## config.mk

```make
export PLATFORM = sky130hd
export DESIGN_NAME = acmd_autoexec_ctrl
export DESIGN_NICKNAME = d
export VERILOG_FILES = /design/src/rtl/acmd_pkg.sv /design/src/rtl/acmd_decode.sv /design/src/rtl/acmd_seq.sv /design/src/rtl/acmd_autoexec_ctrl.sv
export SDC_FILE = /design/constraint.sdc
export NUM_CORES = 1
export LEC_CHECK = 0
export ABC_AREA = 0
export BUFFER_PORTS_ARGS = -buffer_cell sky130_fd_sc_hd__buf_2
export CORE_MARGIN = 5
export CORE_UTILIZATION = 48
export CTS_CLUSTER_SIZE = 12
export DETAILED_ROUTE_END_ITERATION = 10
export PLACE_DENSITY = 0.81
export SETUP_SLACK_MARGIN = 0.2
export SKIP_CTS_REPAIR_TIMING = 1
export SYNTH_ARGS = -nofsm -noshare
export SYNTH_HDL_FRONTEND = slang
export SYNTH_SLANG_ARGS = --single-unit
```

## constraint.sdc

```tcl
create_clock -name clk -period 2.28 [get_ports clk]
set_input_delay 0.114 -clock clk [delete_from_list [all_inputs] [get_ports clk]]
set_output_delay 0.114 -clock clk [all_outputs]
set_load 0.005 [all_outputs]
```

## src/rtl/acmd_pkg.sv

```systemverilog
package acmd_pkg;

  localparam int CMD_W   = 32;
  localparam int REGNO_W = 16;
  localparam int ERR_W   = 3;

  localparam logic [ERR_W-1:0] ERR_NONE  = 3'd0;
  localparam logic [ERR_W-1:0] ERR_BUSY  = 3'd1;
  localparam logic [ERR_W-1:0] ERR_UNSUP = 3'd2;

  localparam logic [2:0] SIZE_32 = 3'd2;

  typedef enum logic [1:0] {SQ_IDLE, SQ_XFER, SQ_EXEC} sq_state_e;

  typedef struct packed {
    logic               ok;
    logic               transfer;
    logic               postexec;
    logic               write;
    logic [REGNO_W-1:0] regno;
  } cmd_t;

  // Command word: type 31:24, size 22:20, postexec 18, transfer 17, write 16, regno 15:0
  function automatic cmd_t cmd_decode(input logic [CMD_W-1:0] c);
    cmd_t d;
    d.transfer = c[17];
    d.postexec = c[18];
    d.write    = c[16];
    d.regno    = c[15:0];
    d.ok       = (c[31:24] == 8'd0) && (!c[17] || (c[22:20] == SIZE_32));
    return d;
  endfunction

  // Status word: busy at bit 12, error field at 10:8
  function automatic logic [CMD_W-1:0] status_word(input logic busy,
                                                   input logic [ERR_W-1:0] err);
    logic [CMD_W-1:0] s;
    s        = '0;
    s[12]    = busy;
    s[10:8]  = err;
    return s;
  endfunction

  // Sticky error update: a new error only lands on a clean field, ones clear
  function automatic logic [ERR_W-1:0] err_next(input logic [ERR_W-1:0] err,
                                                input logic set_busy,
                                                input logic set_unsup,
                                                input logic clr_en,
                                                input logic [ERR_W-1:0] clr_mask);
    logic [ERR_W-1:0] e;
    e = err;
    if (clr_en) e = e & ~clr_mask;
    if (err == ERR_NONE) begin
      if (set_busy)       e = ERR_BUSY;
      else if (set_unsup) e = ERR_UNSUP;
    end
    return e;
  endfunction

endpackage

```

## src/rtl/acmd_decode.sv

```systemverilog
module acmd_decode
  import acmd_pkg::*;
(
  input  logic [CMD_W-1:0] cmd_word,
  output cmd_t             cmd_info
);
  always_comb cmd_info = cmd_decode(cmd_word);
endmodule

```

## src/rtl/acmd_seq.sv

```systemverilog
module acmd_seq
  import acmd_pkg::*;
(
  input  logic clk,
  input  logic rst_n,
  input  logic start,
  input  logic do_xfer,
  input  logic do_exec,
  input  logic xfer_ack,
  input  logic exec_ack,
  output logic busy,
  output logic xfer_req,
  output logic exec_req,
  output logic xfer_fire,
  output logic seq_done
);
  sq_state_e state_q;
  logic      post_q;

  always_ff @(posedge clk or negedge rst_n) begin
    if (!rst_n) begin
      state_q <= SQ_IDLE;
      post_q  <= 1'b0;
    end else begin
      case (state_q)
        SQ_IDLE: if (start) begin
          post_q <= do_exec;
          if (do_xfer)      state_q <= SQ_XFER;
          else if (do_exec) state_q <= SQ_EXEC;
        end
        SQ_XFER: if (xfer_ack) state_q <= post_q ? SQ_EXEC : SQ_IDLE;
        SQ_EXEC: if (exec_ack) state_q <= SQ_IDLE;
        default: state_q <= SQ_IDLE;
      endcase
    end
  end

  assign busy      = (state_q != SQ_IDLE);
  assign xfer_req  = (state_q == SQ_XFER);
  assign exec_req  = (state_q == SQ_EXEC);
  assign xfer_fire = xfer_req && xfer_ack;
  assign seq_done  = (xfer_fire && !post_q) || (exec_req && exec_ack);
endmodule

```

## src/rtl/acmd_autoexec_ctrl.sv

```systemverilog
module acmd_autoexec_ctrl
  import acmd_pkg::*;
#(
  parameter int            AW        = 7,
  parameter int            W         = 32,
  parameter logic [AW-1:0] A_DATA0   = 'h04,
  parameter logic [AW-1:0] A_STATUS  = 'h16,
  parameter logic [AW-1:0] A_CMD     = 'h17,
  parameter logic [AW-1:0] A_AUTO    = 'h18
) (
  input  logic               clk,
  input  logic               rst_n,
  input  logic               hst_valid,
  input  logic               hst_write,
  input  logic [AW-1:0]      hst_addr,
  input  logic [W-1:0]       hst_wdata,
  output logic [W-1:0]       hst_rdata,
  output logic               core_xfer_req,
  output logic               core_xfer_write,
  output logic [REGNO_W-1:0] core_xfer_regno,
  output logic [W-1:0]       core_xfer_wdata,
  input  logic [W-1:0]       core_xfer_rdata,
  input  logic               core_xfer_ack,
  output logic               core_exec_req,
  input  logic               core_exec_ack
);
  logic [W-1:0]     data0_q;
  logic [W-1:0]     cmd_q;
  logic             auto_q;
  logic [ERR_W-1:0] err_q;

  // Named events for the checker
  logic busy, xfer_fire, seq_done;
  logic hit_d0, hit_cmd, hit_st, hit_auto;
  logic busy_viol, try_launch, launch, unsup_hit;
  logic [W-1:0] run_word;
  cmd_t run_dec, cur_dec;

  assign hit_d0   = hst_valid && (hst_addr == A_DATA0);
  assign hit_cmd  = hst_valid && hst_write && (hst_addr == A_CMD);
  assign hit_st   = hst_valid && hst_write && (hst_addr == A_STATUS);
  assign hit_auto = hst_valid && hst_write && (hst_addr == A_AUTO);

  assign busy_viol  = (hit_d0 || hit_cmd) && busy;
  assign try_launch = !busy && (hit_cmd || (hit_d0 && auto_q));
  assign run_word   = hit_cmd ? hst_wdata : cmd_q;
  assign launch     = try_launch && (err_q == ERR_NONE) && run_dec.ok;
  assign unsup_hit  = try_launch && (err_q == ERR_NONE) && !run_dec.ok;

  acmd_decode u_dec_run (.cmd_word(run_word), .cmd_info(run_dec));
  acmd_decode u_dec_cur (.cmd_word(cmd_q),    .cmd_info(cur_dec));

  acmd_seq u_seq (
    .clk      (clk),
    .rst_n    (rst_n),
    .start    (launch),
    .do_xfer  (run_dec.transfer),
    .do_exec  (run_dec.postexec),
    .xfer_ack (core_xfer_ack),
    .exec_ack (core_exec_ack),
    .busy     (busy),
    .xfer_req (core_xfer_req),
    .exec_req (core_exec_req),
    .xfer_fire(xfer_fire),
    .seq_done (seq_done)
  );

  always_ff @(posedge clk or negedge rst_n) begin
    if (!rst_n) begin
      data0_q <= '0;
      cmd_q   <= '0;
      auto_q  <= 1'b0;
      err_q   <= ERR_NONE;
    end else begin
      err_q <= err_next(err_q, busy_viol, unsup_hit, hit_st, hst_wdata[10:8]);
      if (hit_auto)                  auto_q <= hst_wdata[0];
      if (hit_cmd && !busy)          cmd_q  <= hst_wdata;
      if (xfer_fire && !cur_dec.write)
        data0_q <= core_xfer_rdata;
      else if (hit_d0 && hst_write && !busy)
        data0_q <= hst_wdata;
    end
  end

  assign core_xfer_write = cur_dec.write;
  assign core_xfer_regno = cur_dec.regno;
  assign core_xfer_wdata = data0_q;

  always_comb begin
    hst_rdata = '0;
    if (hst_addr == A_DATA0)       hst_rdata = data0_q;
    else if (hst_addr == A_STATUS) hst_rdata = status_word(busy, err_q);
    else if (hst_addr == A_CMD)    hst_rdata = cmd_q;
    else if (hst_addr == A_AUTO)   hst_rdata[0] = auto_q;
  end
endmodule

```

==> results_dict.tcl <==
set metrics [dict create \
    outcome "complete, no violations" \
    syn-instance-count 344 \
    drt_pass1_iterations 4 \
    yosys.area.top_type_share_pct 47.6 \
    yosys_warnings 0 \
    maxSlewViolCount 0 \
    core-area_mm2 0.00765 \
    io_buffer_count 159 \
    layout_commonest_cell "buf_2" \
    cts_buffer_depth 2 \
    io-pin-count 160 \
    via_count 3291 \
    regToRegSetupSlack_ps 350 \
    syn_nets 421 \
    fin_skew_ps 10.3 \
    clock_sinks 71 \
    worst_slack_ps 285 \
    cp_common_cell "buf_2" \
    p_total_mw 2.77 \
    min_period_ps 2000 \
    timing.final.crit_share_pct 87.5 \
    max_freq_mhz 501 \
    finalSetupTns_ps 0 \
    crit_buf_inv 5 \
    syn2layout_area_growth_pct 31.2 \
    die_h_um 98.2 \
    diodes 0 \
    min_from "hst_wdata[5]" \
    hpwlAfterDp_um 7740 \
    cp-end-kind "output pin" \
    final_cell_mix "buf_2, dfrtp_1, nand2_1, o21ai_0, mux2i_1" \
    hold_viol 0 \
    crit_required_ps 2170 \
    finalNonFillerCells 602 \
    slew-limit-headroom_pct 38.9 \
    internal_power_mw 2.08 \
    ff_latch_area_mm2 0.00178 \
    ys.flop_type "dfrtp_1" \
    synth_area_per_cell_um2 10.9 \
    wl_per_cell_um 17.9 \
    initial_core_util_pct 48.8 \
    ys_seq_elements 71 \
    gr-total-overflow 0 \
    numCtsBuffers 9 \
    start_kind "primary input" \
    tritoncts "built" \
    dp_slack_ps -52.2 \
    drt_iter0_drc 95 \
    route.detailed.drc 0 \
    clock_power_share_pct 40.5 \
    gp_congestion 0.837 \
    synth_area_mm2 0.00373 \
    crit_path_cell_trace "buf_2 -> or4_1 -> nor4b_2 -> buf_4 -> buf_6 -> a222oi_1 -> inv_1 -> buf_2" \
    track_usage_pct 22.0 \
    clkSlewWorstSetupHoldPaths_ps 90 \
    dieArea_mm2 0.00965 \
    holdPathEnd "cmd_q[5]" \
    routed_wl_um 10800 \
    multiInputGateArea_mm2 0.00174 \
    p_sw_share_pct 24.9 \
    post-place-cells 581 \
    clock-root-buffer "clkbuf_8" \
    insertion_delay_ps 350 \
    grt_antenna_before_repair 0 \
    r2r_start "u_seq.state_q[0]" \
    pwr-share-comb_pct 10.3 \
    finalSetupViolations 0 \
    synth-edff-count 0 \
    power_switching_mw 0.689 \
    rr_worst_depth 7 \
    power_density_mw_per_mm2 564 \
    grt_pass1_wl_um 17200 \
    crit_arrival_ps 1880 \
    async_reset_ff_share_pct 100 \
    worst_slew_pin_slew_ps 916 \
    p_leak_nw 2.55 \
    critPathMaxFanout 16 \
    die_w_um 98.2 \
    ir_drop_uv 407 \
    fin_nets 572 \
    ant_nets 0 \
    max_stage_delay_ps 580 \
    first_global_vias 3529 \
    power_frac_seq_pct 49.2 \
    crit_type "in2out" \
    cp_slowest_cell "or4_1" \
    rsz0062_at_grt "false" \
    maxCapViolCount 0 \
    yosysTopAreaCell "dfrtp_1" \
    final.fill_count 634 \
    dpl-instance-area_mm2 0.00463 \
    crit_family "simple AND/OR/NAND/NOR gates" \
    netlist_top_cells_area "dfrtp_1, mux2_2, mux2i_1" \
    r2r-end "core_xfer_wdata[29]" \
    final_layout_size_suffix_gt1_share_pct 46.2 \
    h-tree-depth 3 \
    grt_max_degree 72 \
    design_area_mm2 0.00490 \
    fp-row-count 32 \
    hold_depth 2 \
    yosysSeqAreaShare_pct 47.6 \
    drt-vias-per-instance 5.47 \
    synth_cell_types 38 \
    min_path_type "in2reg" \
]
per-stage QoR:
step,hold slack (ps),utilization [%]
after floorplan,-182,-
after global placement,294,60.5
after detailed placement,302,60.5
after CTS,-74.1,63.4
after global routing,2.15,64.1
final,15.2,64.1
worst max path at each step:
| stage | from | to | slack, ps | depth (start not counted) |
|---|---|---|---|---|
| finish | hst_addr[0] | hst_rdata[0] | 280 | 8 |
| global route | hst_addr[0] | hst_rdata[0] | 210 | 8 |
| CTS | hst_addr[0] | hst_rdata[0] | 220 | 8 |
| detailed placement | hst_addr[3] | cmd_q[11] | -50 | 7 |
| global placement | hst_addr[3] | cmd_q[13] | -10 | 7 |
| floorplan | hst_addr[3] | u_seq.post_q | 200 | 6 |
layout make-up:
type / instances / area share, %
Tap cell: 102 / 2.60
Inverter: 5 / 0.383
Clock inverter: 7 / 1.97
Clock buffer: 9 / 2.53
Timing Repair Buffer: 178 / 20.8
Sequential cell: 71 / 36.3
Multi-Input combinational cell: 230 / 35.5
Yosys cell counts, types with 3 or more instances:
library cell,instances
mux2_4,3
buf_1,7
a22o_1,29
nor2_1,4
buf_4,17
buf_6,3
mux2_2,30
buf_2,3
nor4_1,7
clkbuf_1,8
nor3b_1,4
a21oi_1,6
mux2i_1,32
inv_1,5
o31ai_1,3
nor2b_1,3
o21ai_0,38
nor3_1,5
nand2_1,41
dfrtp_1,71
a31oi_1,3
sequential cells by signal, indices dropped and copies added, names as in the netlist:
| name | flops |
|---|---|
| cmd_q | 32 |
| core_xfer_wdata | 32 |
| err_q | 3 |
| u_seq.state_q | 2 |
| auto_q | 1 |
| u_seq.post_q | 1 |
layer usage:
metal	vias to the layer above	share of wire [%]	global-route usage (%)
met3	22	6.7	6.21
met1	1604	40	26.0
li1	1539	-	-
met2	126	51	38.1
met5	-	0	0
met4	0	2.4	8.40
power groups by stage:
stage,sequential [mW],combinational (mW),clock [mW]
3_3_place_gp,1.38,0.266,0
5_1_grt,1.37,0.316,1.20
4_1_cts,1.36,0.280,1.14
6_report,1.36,0.284,1.12
2_1_floorplan,1.38,0.118,0
3_5_place_dp,1.38,0.278,0
logic make-up (layout without fill, tap and decap cells):
group | count (synthesis) | after routing | share of synthesized area [%]
multiplexers | 67 | 67 | 19.4
buffers and inverters | 43 | 199 | 6.73
AO/OA/AOI/OAI | 85 | 85 | 15.5
flip-flops | 71 | 71 | 47.6
AND/OR/NAND/NOR | 78 | 78 | 10.8
No activity file was read; power rests on OpenSTA's default activity.
